--- config.mk ---
export PLATFORM = sky130hd
export DESIGN_NAME = iowin_wait_ctrl
export DESIGN_NICKNAME = d
export VERILOG_FILES = /design/src/rtl/iowin_pkg.sv /design/src/rtl/iowin_sync.sv /design/src/rtl/iowin_decode.sv /design/src/rtl/iowin_stretch_timer.sv /design/src/rtl/iowin_wait_ctrl.sv
export SDC_FILE = /design/constraint.sdc
export NUM_CORES = 1
export LEC_CHECK = 0
export BUFFER_PORTS_ARGS = -buffer_cell sky130_fd_sc_hd__buf_2
export CAP_MARGIN = 5
export CORE_MARGIN = 2
export CORE_UTILIZATION = 53
export CTS_CLUSTER_DIAMETER = 30
export DETAILED_ROUTE_END_ITERATION = 10
export PLACE_DENSITY_LB_ADDON = 0.05
export SYNTH_ARGS = -nofsm -noshare
export SYNTH_HDL_FRONTEND = slang
export SYNTH_SLANG_ARGS = --single-unit
--- constraint.sdc ---
create_clock -name clk -period 4.2 [get_ports clk]
set_input_delay 0.21 -clock clk [delete_from_list [all_inputs] [get_ports clk]]
set_output_delay 0.21 -clock clk [all_outputs]
set_load 0.01 [all_outputs]
--- src/rtl/iowin_pkg.sv ---
// Shared types for the I/O window wait-state controller.
package iowin_pkg;

    // Controller phases: idle, stalling the CPU, released but cycle not yet over.
    typedef enum logic [1:0] {
        ST_IDLE = 2'd0,
        ST_WAIT = 2'd1,
        ST_HELD = 2'd2
    } wait_state_e;

endpackage

--- src/rtl/iowin_sync.sv ---
// Multi-stage synchronizer for one asynchronous level.
// Assumes the input is a slow level (E clock, grant strobe) whose
// high and low phases each last several system clocks.
module iowin_sync #(
    parameter int   STAGES  = 2,
    parameter logic RST_VAL = 1'b0
) (
    input  logic clk,
    input  logic rst_n,
    input  logic d_async,
    output logic q_sync
);

    logic [STAGES-1:0] chain;

    // First stage samples the asynchronous input.
    always_ff @(posedge clk) begin
        if (!rst_n) chain[0] <= RST_VAL;
        else        chain[0] <= d_async;
    end

    // Remaining stages shift the sampled value along.
    for (genvar s = 1; s < STAGES; s++) begin : g_stage
        always_ff @(posedge clk) begin
            if (!rst_n) chain[s] <= RST_VAL;
            else        chain[s] <= chain[s-1];
        end
    end

    assign q_sync = chain[STAGES-1];

endmodule

--- src/rtl/iowin_decode.sv ---
// Address window decoder: flags a valid access inside [WIN_LO, WIN_HI].
// Assumes the address and VMA are stable for the system clock that samples them.
module iowin_decode #(
    parameter int                ADDR_W = 16,
    parameter logic [ADDR_W-1:0] WIN_LO = 16'hB000,
    parameter logic [ADDR_W-1:0] WIN_HI = 16'hB3FF
) (
    input  logic [ADDR_W-1:0] addr,
    input  logic              vma,
    output logic              hit
);

    // Inclusive range compare qualified by VMA.
    always_comb begin
        hit = vma && (addr >= WIN_LO) && (addr <= WIN_HI);
    end

endmodule

--- src/rtl/iowin_stretch_timer.sv ---
// Counts clocks while a stall is active and flags the final permitted one.
// Assumes 'run' stays high for a whole stall and drops between stalls.
module iowin_stretch_timer #(
    parameter int LIMIT = 1200
) (
    input  logic clk,
    input  logic rst_n,
    input  logic run,
    output logic expire
);

    localparam int CNT_W = $clog2(LIMIT + 1);
    localparam logic [CNT_W-1:0] LAST = CNT_W'(LIMIT - 1);

    logic [CNT_W-1:0] cnt;

    // Advance while stalling; restart from zero otherwise.
    always_ff @(posedge clk) begin
        if (!rst_n || !run) cnt <= '0;
        else if (cnt != LAST) cnt <= cnt + 1'b1;
    end

    // The last permitted stall cycle.
    always_comb begin
        expire = run && (cnt == LAST);
    end

endmodule

--- src/rtl/iowin_wait_ctrl.sv ---
// I/O window wait-state controller (top).
// Stalls the CPU on an I/O window hit, requests service, and releases on a
// grant falling edge or on the stretch limit. It re-arms only after the bus
// cycle ends. Assumes cpu_e and grant_n are asynchronous and cpu_addr/cpu_vma
// are synchronous to clk.
module iowin_wait_ctrl
    import iowin_pkg::*;
#(
    parameter int                ADDR_W        = 16,
    parameter logic [ADDR_W-1:0] WIN_LO        = 16'hB000,
    parameter logic [ADDR_W-1:0] WIN_HI        = 16'hB3FF,
    parameter int                SYNC_STAGES   = 2,
    parameter int                STRETCH_LIMIT = 1200
) (
    input  logic              clk,
    input  logic              rst_n,
    input  logic [ADDR_W-1:0] cpu_addr,
    input  logic              cpu_vma,
    input  logic              cpu_e,
    input  logic              grant_n,
    output logic              mrdy,
    output logic              io_req,
    output logic              stretch_err
);

    wait_state_e state, nxt;
    logic win_hit, e_s, e_prev, g_s, g_prev;
    logic e_fall, e_rise, grant_fall, tmr_expire, e_fell_q;

    iowin_sync #(.STAGES(SYNC_STAGES), .RST_VAL(1'b0)) u_sync_e (
        .clk(clk), .rst_n(rst_n), .d_async(cpu_e), .q_sync(e_s));

    iowin_sync #(.STAGES(SYNC_STAGES), .RST_VAL(1'b1)) u_sync_g (
        .clk(clk), .rst_n(rst_n), .d_async(grant_n), .q_sync(g_s));

    iowin_decode #(.ADDR_W(ADDR_W), .WIN_LO(WIN_LO), .WIN_HI(WIN_HI)) u_dec (
        .addr(cpu_addr), .vma(cpu_vma), .hit(win_hit));

    iowin_stretch_timer #(.LIMIT(STRETCH_LIMIT)) u_tmr (
        .clk(clk), .rst_n(rst_n), .run(state == ST_WAIT), .expire(tmr_expire));

    // Previous synchronized levels for edge detection.
    always_ff @(posedge clk) begin
        if (!rst_n) begin
            e_prev <= 1'b0;
            g_prev <= 1'b1;
        end else begin
            e_prev <= e_s;
            g_prev <= g_s;
        end
    end

    // Edge strobes on the synchronized E clock and grant.
    always_comb begin
        e_fall     = e_prev && !e_s;
        e_rise     = !e_prev && e_s;
        grant_fall = g_prev && !g_s;
    end

    // Next-state selection.
    always_comb begin
        nxt = state;
        unique case (state)
            ST_IDLE: if (win_hit) nxt = ST_WAIT;
            ST_WAIT: if (grant_fall || tmr_expire) nxt = ST_HELD;
            ST_HELD: if (e_fell_q && (!win_hit || e_rise)) nxt = ST_IDLE;
            default: nxt = ST_IDLE;
        endcase
    end

    // State register.
    always_ff @(posedge clk) begin
        if (!rst_n) state <= ST_IDLE;
        else        state <= nxt;
    end

    // Records that E has fallen since the stall was released.
    always_ff @(posedge clk) begin
        if (!rst_n || state == ST_WAIT) e_fell_q <= 1'b0;
        else if (state == ST_HELD && e_fall) e_fell_q <= 1'b1;
    end

    // Sticky error: the limit was reached without a grant in that cycle.
    always_ff @(posedge clk) begin
        if (!rst_n) stretch_err <= 1'b0;
        else if (state == ST_WAIT && tmr_expire && !grant_fall) stretch_err <= 1'b1;
    end

    // Outputs come straight from the state register, so they are glitch free.
    always_comb begin
        mrdy   = (state != ST_WAIT);
        io_req = (state == ST_WAIT);
    end

endmodule

# Yosys cells after proc, flatten, opt, wreduce, memory -nomap -nowiden
# Index checks and enable logic that the tools add are counted.
[op_classes]
addsub = 1
order_cmp = 2
n_eq_ne = 8
mux = 4
reduce_logical = 23
[op_table]
columns = ["operator", "n"]
rows = [
  [">= comparator 16 bit, second input constant", 1],
  ["less-or-equal comparator 16 bit, second input constant", 1],
  ["adder 11 x 1 -> 11 bit, second input constant", 1],
  ["== test 11 bit, second input constant", 1],
  ["!= test 11 bit, second input constant", 1],
  ["logical AND 1 bit", 10],
  ["zero test 1 bit", 7],
  ["2-to-1 mux 2 bit", 3],
  ["!= test 2 bit, second input constant", 3],
  ["case mux 2 bit (3 select lines)", 1],
  ["logical OR 1 bit", 4],
  ["AND reduction 3 bit", 1],
  ["== test 2 x 1 -> 1 bit, second input constant", 1],
  ["== test 2 bit, second input constant", 1],
  ["zero test 2 bit", 1],
  ["!= test 2 x 1 -> 1 bit, second input constant", 1],
]
[word_totals]
ff_bits = 21
in_bits = 21
elab_cells = 48

# Logic depth before layout (Yosys ltp)
[logic_depth]
depth_word = 8
mapped_depth = 5

# Modules after synthesis
# Synthesis repeated with hierarchy kept, for this count alone.
[unflattened]
cells_unflattened = 94
hier_area_um2 = 905.9
[by_module_without_submodules]
columns = ["module", "n_inst", "cells_per_inst", "area_per_inst_um2"]
rows = [
  ["iowin_stretch_timer", 1, 59, 526.8],
  ["iowin_wait_ctrl", 1, 25, 254.0],
  ["iowin_sync", 2, 4, 52.6],
  ["iowin_decode", 1, 2, 20.0],
]

# Least setup slack after synthesis
# OpenSTA, ideal clock, no wires.
[synth_path]
kind = "reg2reg"
start = "register u_tmr.cnt[8]"
end = "register u_tmr.cnt[1]"
arrival_time_ns = 1.394
path_slack_ns = 2.675
path_stages_with_launch = 5
n_path_buf = 0
path_cell_list = "dfxtp_1 > or4b_4 > nor3_4 > mux2i_1 > nor2_1"
[synth_via]
elab_chain_cells = 1
[synth_lines]
columns = ["element", "line", "text"]
rows = [
  ["start, declared", "iowin_stretch_timer.sv:15", "logic [CNT_W-1:0] cnt;"],
  ["start signal, assigned", "iowin_stretch_timer.sv:20", "else if (cnt != LAST) cnt <= cnt + 1'b1;"],
  ["!= test 11 bit", "iowin_stretch_timer.sv:20", ""],
]
# No other way between the ends.
# A chain may end at the register's enable or synchronous reset.

# Worst setup path after layout
[layout_path]
start = "register u_tmr.cnt[0]"
end = "register u_tmr.cnt[1]"
[layout_via]
elab_chain_cells = 1
elab_cells_between_ends = 2
cone_classes = "1 x add/sub; 1 x eq/ne"
[layout_lines]
columns = ["element", "line"]
rows = [
  ["adder 11 x 1 -> 11 bit or != test 11 bit (tied branches)", "iowin_stretch_timer.sv:20"],
]
# Parallel ways exist; a longest one is shown, timed or not.

==> flow_summary.toml <==
[logic_synthesis]
synthTopCellsByCount = "21 x dfxtp_1, 11 x nor2_1, 6 x nor3_1, 6 x xnor2_1"
synth_warnings = 0
netlist_area_um2 = 862
yosysMostFrequentCell = "dfxtp_1"
synth_seq_cells = 21
syn_nets = 113
synth_area_leaders = "dfxtp_1 49%, xnor2_1 6.1%, nor2_1 4.8%"
synth_cells = 91
synthDistinctLibCells = 30
ys.flop_type = "dfxtp_1"
yosysTopAreaCellShare_pct = 48.8
synth.avg_cell_area_um2 = 9.47
async_flop_share_pct = 0
ys_seq_area_share_pct = 48.8
synth-edff-count = 0
synth_largest_area_cell = "dfxtp_1"

[die]
design.die.area_um2 = 1970
ioPinCount = 24
coreArea_um2 = 1520
rows = 14
die_w_um = 44.3
fp.dieH_um = 44.3
start_util_pct = 56.6

[global_route]
grt_max_degree = 14
grt_pass1_wl_mm = 2.31
grt_pass1_vias = 569
grt_antenna_before_repair = 0
gr-total-overflow = 0
track_usage_pct = 16.8

[clock_network]
post_cts_buffers = 0
clock-sinks = 21
cts-root-buf = "clkbuf_4"
cts_tree = "built"
clk_latency_ns = 0.31
post_cts_resized = 0
cts_hold_buf = 0
cts_buffers = 3
cts.clk_slew.worst_paths_ns = 0.12
h-tree-depth = 1
clk_path_buf_depth = 2

[cells_and_area]
num_antenna_cells = 0
syn_to_final_growth_pct = 12.5
fin_nets = 129
stdcell_count = 122
layout-drive-gt1-share_pct = 20.8

[power_and_ir_drop]
ir_drop_mv = 0.265
power.density_nw_per_um2 = 322
power.leakage_nw = 0.357
power.total_uw = 312

[sta]
setup_viol = 0
worstMarginPinSlew_ns = 0.468
rsz0062_at_grt = "no"
timing.setup.tns_ns = 0
fin_worst_skew_ns = 0.00423
period_minus_slack_ns = 1.78
slew_viol_final = 0
worst_slack_ns = 2.42
fmax_mhz = 562
hold_viol = 0
post-route-period-util_pct = 42.4
relSlewSlack_pct = 68.7

[critical_path]
cp_cell_sequence = "ha_1 -> nand3_1 -> nor3_4 -> mux2i_1 -> nor2_1"
worstPathMaxFanout = 10
cp.required_ns = 4.39
crit_type = "reg -> reg"
slowest_stage = "nor3_4"
worst-path-buf-inv = 0
critPathMaxStageDelay_ns = 0.50
start_kind = "register"
crit_path_end_kind = "register"
arrival_ns = 1.97
crit_family = "simple AND/OR/NAND/NOR gates"

[detailed_routing]
first_pass_iters = 4
wirelength_mm = 1.39
drc = 0
avgViaCountPerCell = 5.27
drt-wirelength-per-cell_um = 11.4
first_iter_violations = 7
detail-route-antenna-nets = 0
num_vias = 643

[place]
hpwlAfterDp_um = 972
dpl.cell_count = 118
port_buffers = 13
place.gp.congestion = 0.766
dp_slack_ns = 2.45

[status]
outcome = "completed"

[run]
maxCapViolations = 0

[min_path]
hold_class = "in -> reg"
==> per-stage QoR <==
| stage | util, % | cell area [µm²] | hold WS [ns] |
|---|---|---|---|
| final | 63.6 | 970 | 0.0745 |
| after global routing | 63.6 | 970 | 0.0510 |
| after CTS | 63.6 | 970 | 0.0637 |
| after detailed placement | 61.7 | 940 | 0.394 |
| after global placement | 61.7 | 940 | 0.394 |
| after floorplan | - | 862 | 0.311 |
==> report_power, final <==
group / switching [mW] / leakage (nW) / internal, mW
sequential: 0.000829 / 0.170 / 0.201
combinational: 0.00369 / 0.172 / 0.00635
clock: 0.0636 / 0.0139 / 0.0363
total: 0.0681 / 0.357 / 0.244
==> flip-flops by register name, indices dropped and copies added (netlist names) <==
register,count
e_prev,1
u_sync_e.q_sync,1
u_tmr.cnt,11
u_sync_g.q_sync,1
stretch_err,1
state,2
u_sync_g.chain,1
u_sync_e.chain,1
e_fell_q,1
g_prev,1
==> per-layer routing <==
metal,part of all wire (%),vias up,wire [µm],GRT usage [%]
li1,-,343,-,-
met1,49,282,685,21.5
met2,43,14,601,24.4
met3,4.3,4,60,4.90
met4,3.0,0,41,10.9
met5,0,-,0,0
==> worst paths after layout <==
path / cells past startpoint / endpoint / from / slack, ns
setup reg to reg: 5 / u_tmr.cnt[1] / u_tmr.cnt[0] / 2.42
hold / removal: 2 / u_sync_g.chain[0] / grant_n / 0.07
hold reg to reg: 1 / u_sync_g.q_sync / u_sync_g.chain[0] / 0.42
setup / recovery: 5 / u_tmr.cnt[1] / u_tmr.cnt[0] / 2.42
==> worst reg2reg max path, cell delays in order, from the launching register on <==
cell and delay (ns):
dfxtp_1 0.41, ha_1 0.21, nand3_1 0.27, nor3_4 0.50
mux2i_1 0.23, nor2_1 0.05
==> layout by cell type, fill, tap and decap left out, drive strengths merged, types with 2 or more instances in the layout <==
cell,n
nand3b,2
and2,3
nand2b,4
clkbuf,3
nor4bb,2
inv,4
nor2b,4
xnor2,6
nor3,9
buf,13
a21oi,3
nand3,2
nand2,4
dfxtp,21
nor2,11
==> cell type report <==
class	instances	area, µm²
well taps	16	20.0
repair buffers	13	65.1
clock buffers	3	22.5
multi-input cells	64	419
flip-flops and latches	21	420
inverters	4	15.0
clock inverters	1	7.51
fillers	146	554
==> logic make-up after synthesis <==
family	after synthesis	synth area share, %
buffers and inverters	6	2.61
muxes	1	1.16
AOI/OAI and AO/OA	8	5.66
xor gates and xnor gates	7	7.11
adders and majority gates	1	1.45
DFF	21	48.8
and+or+nand+nor	47	33.2
Note: power is estimated with default switching activity, not from simulation.
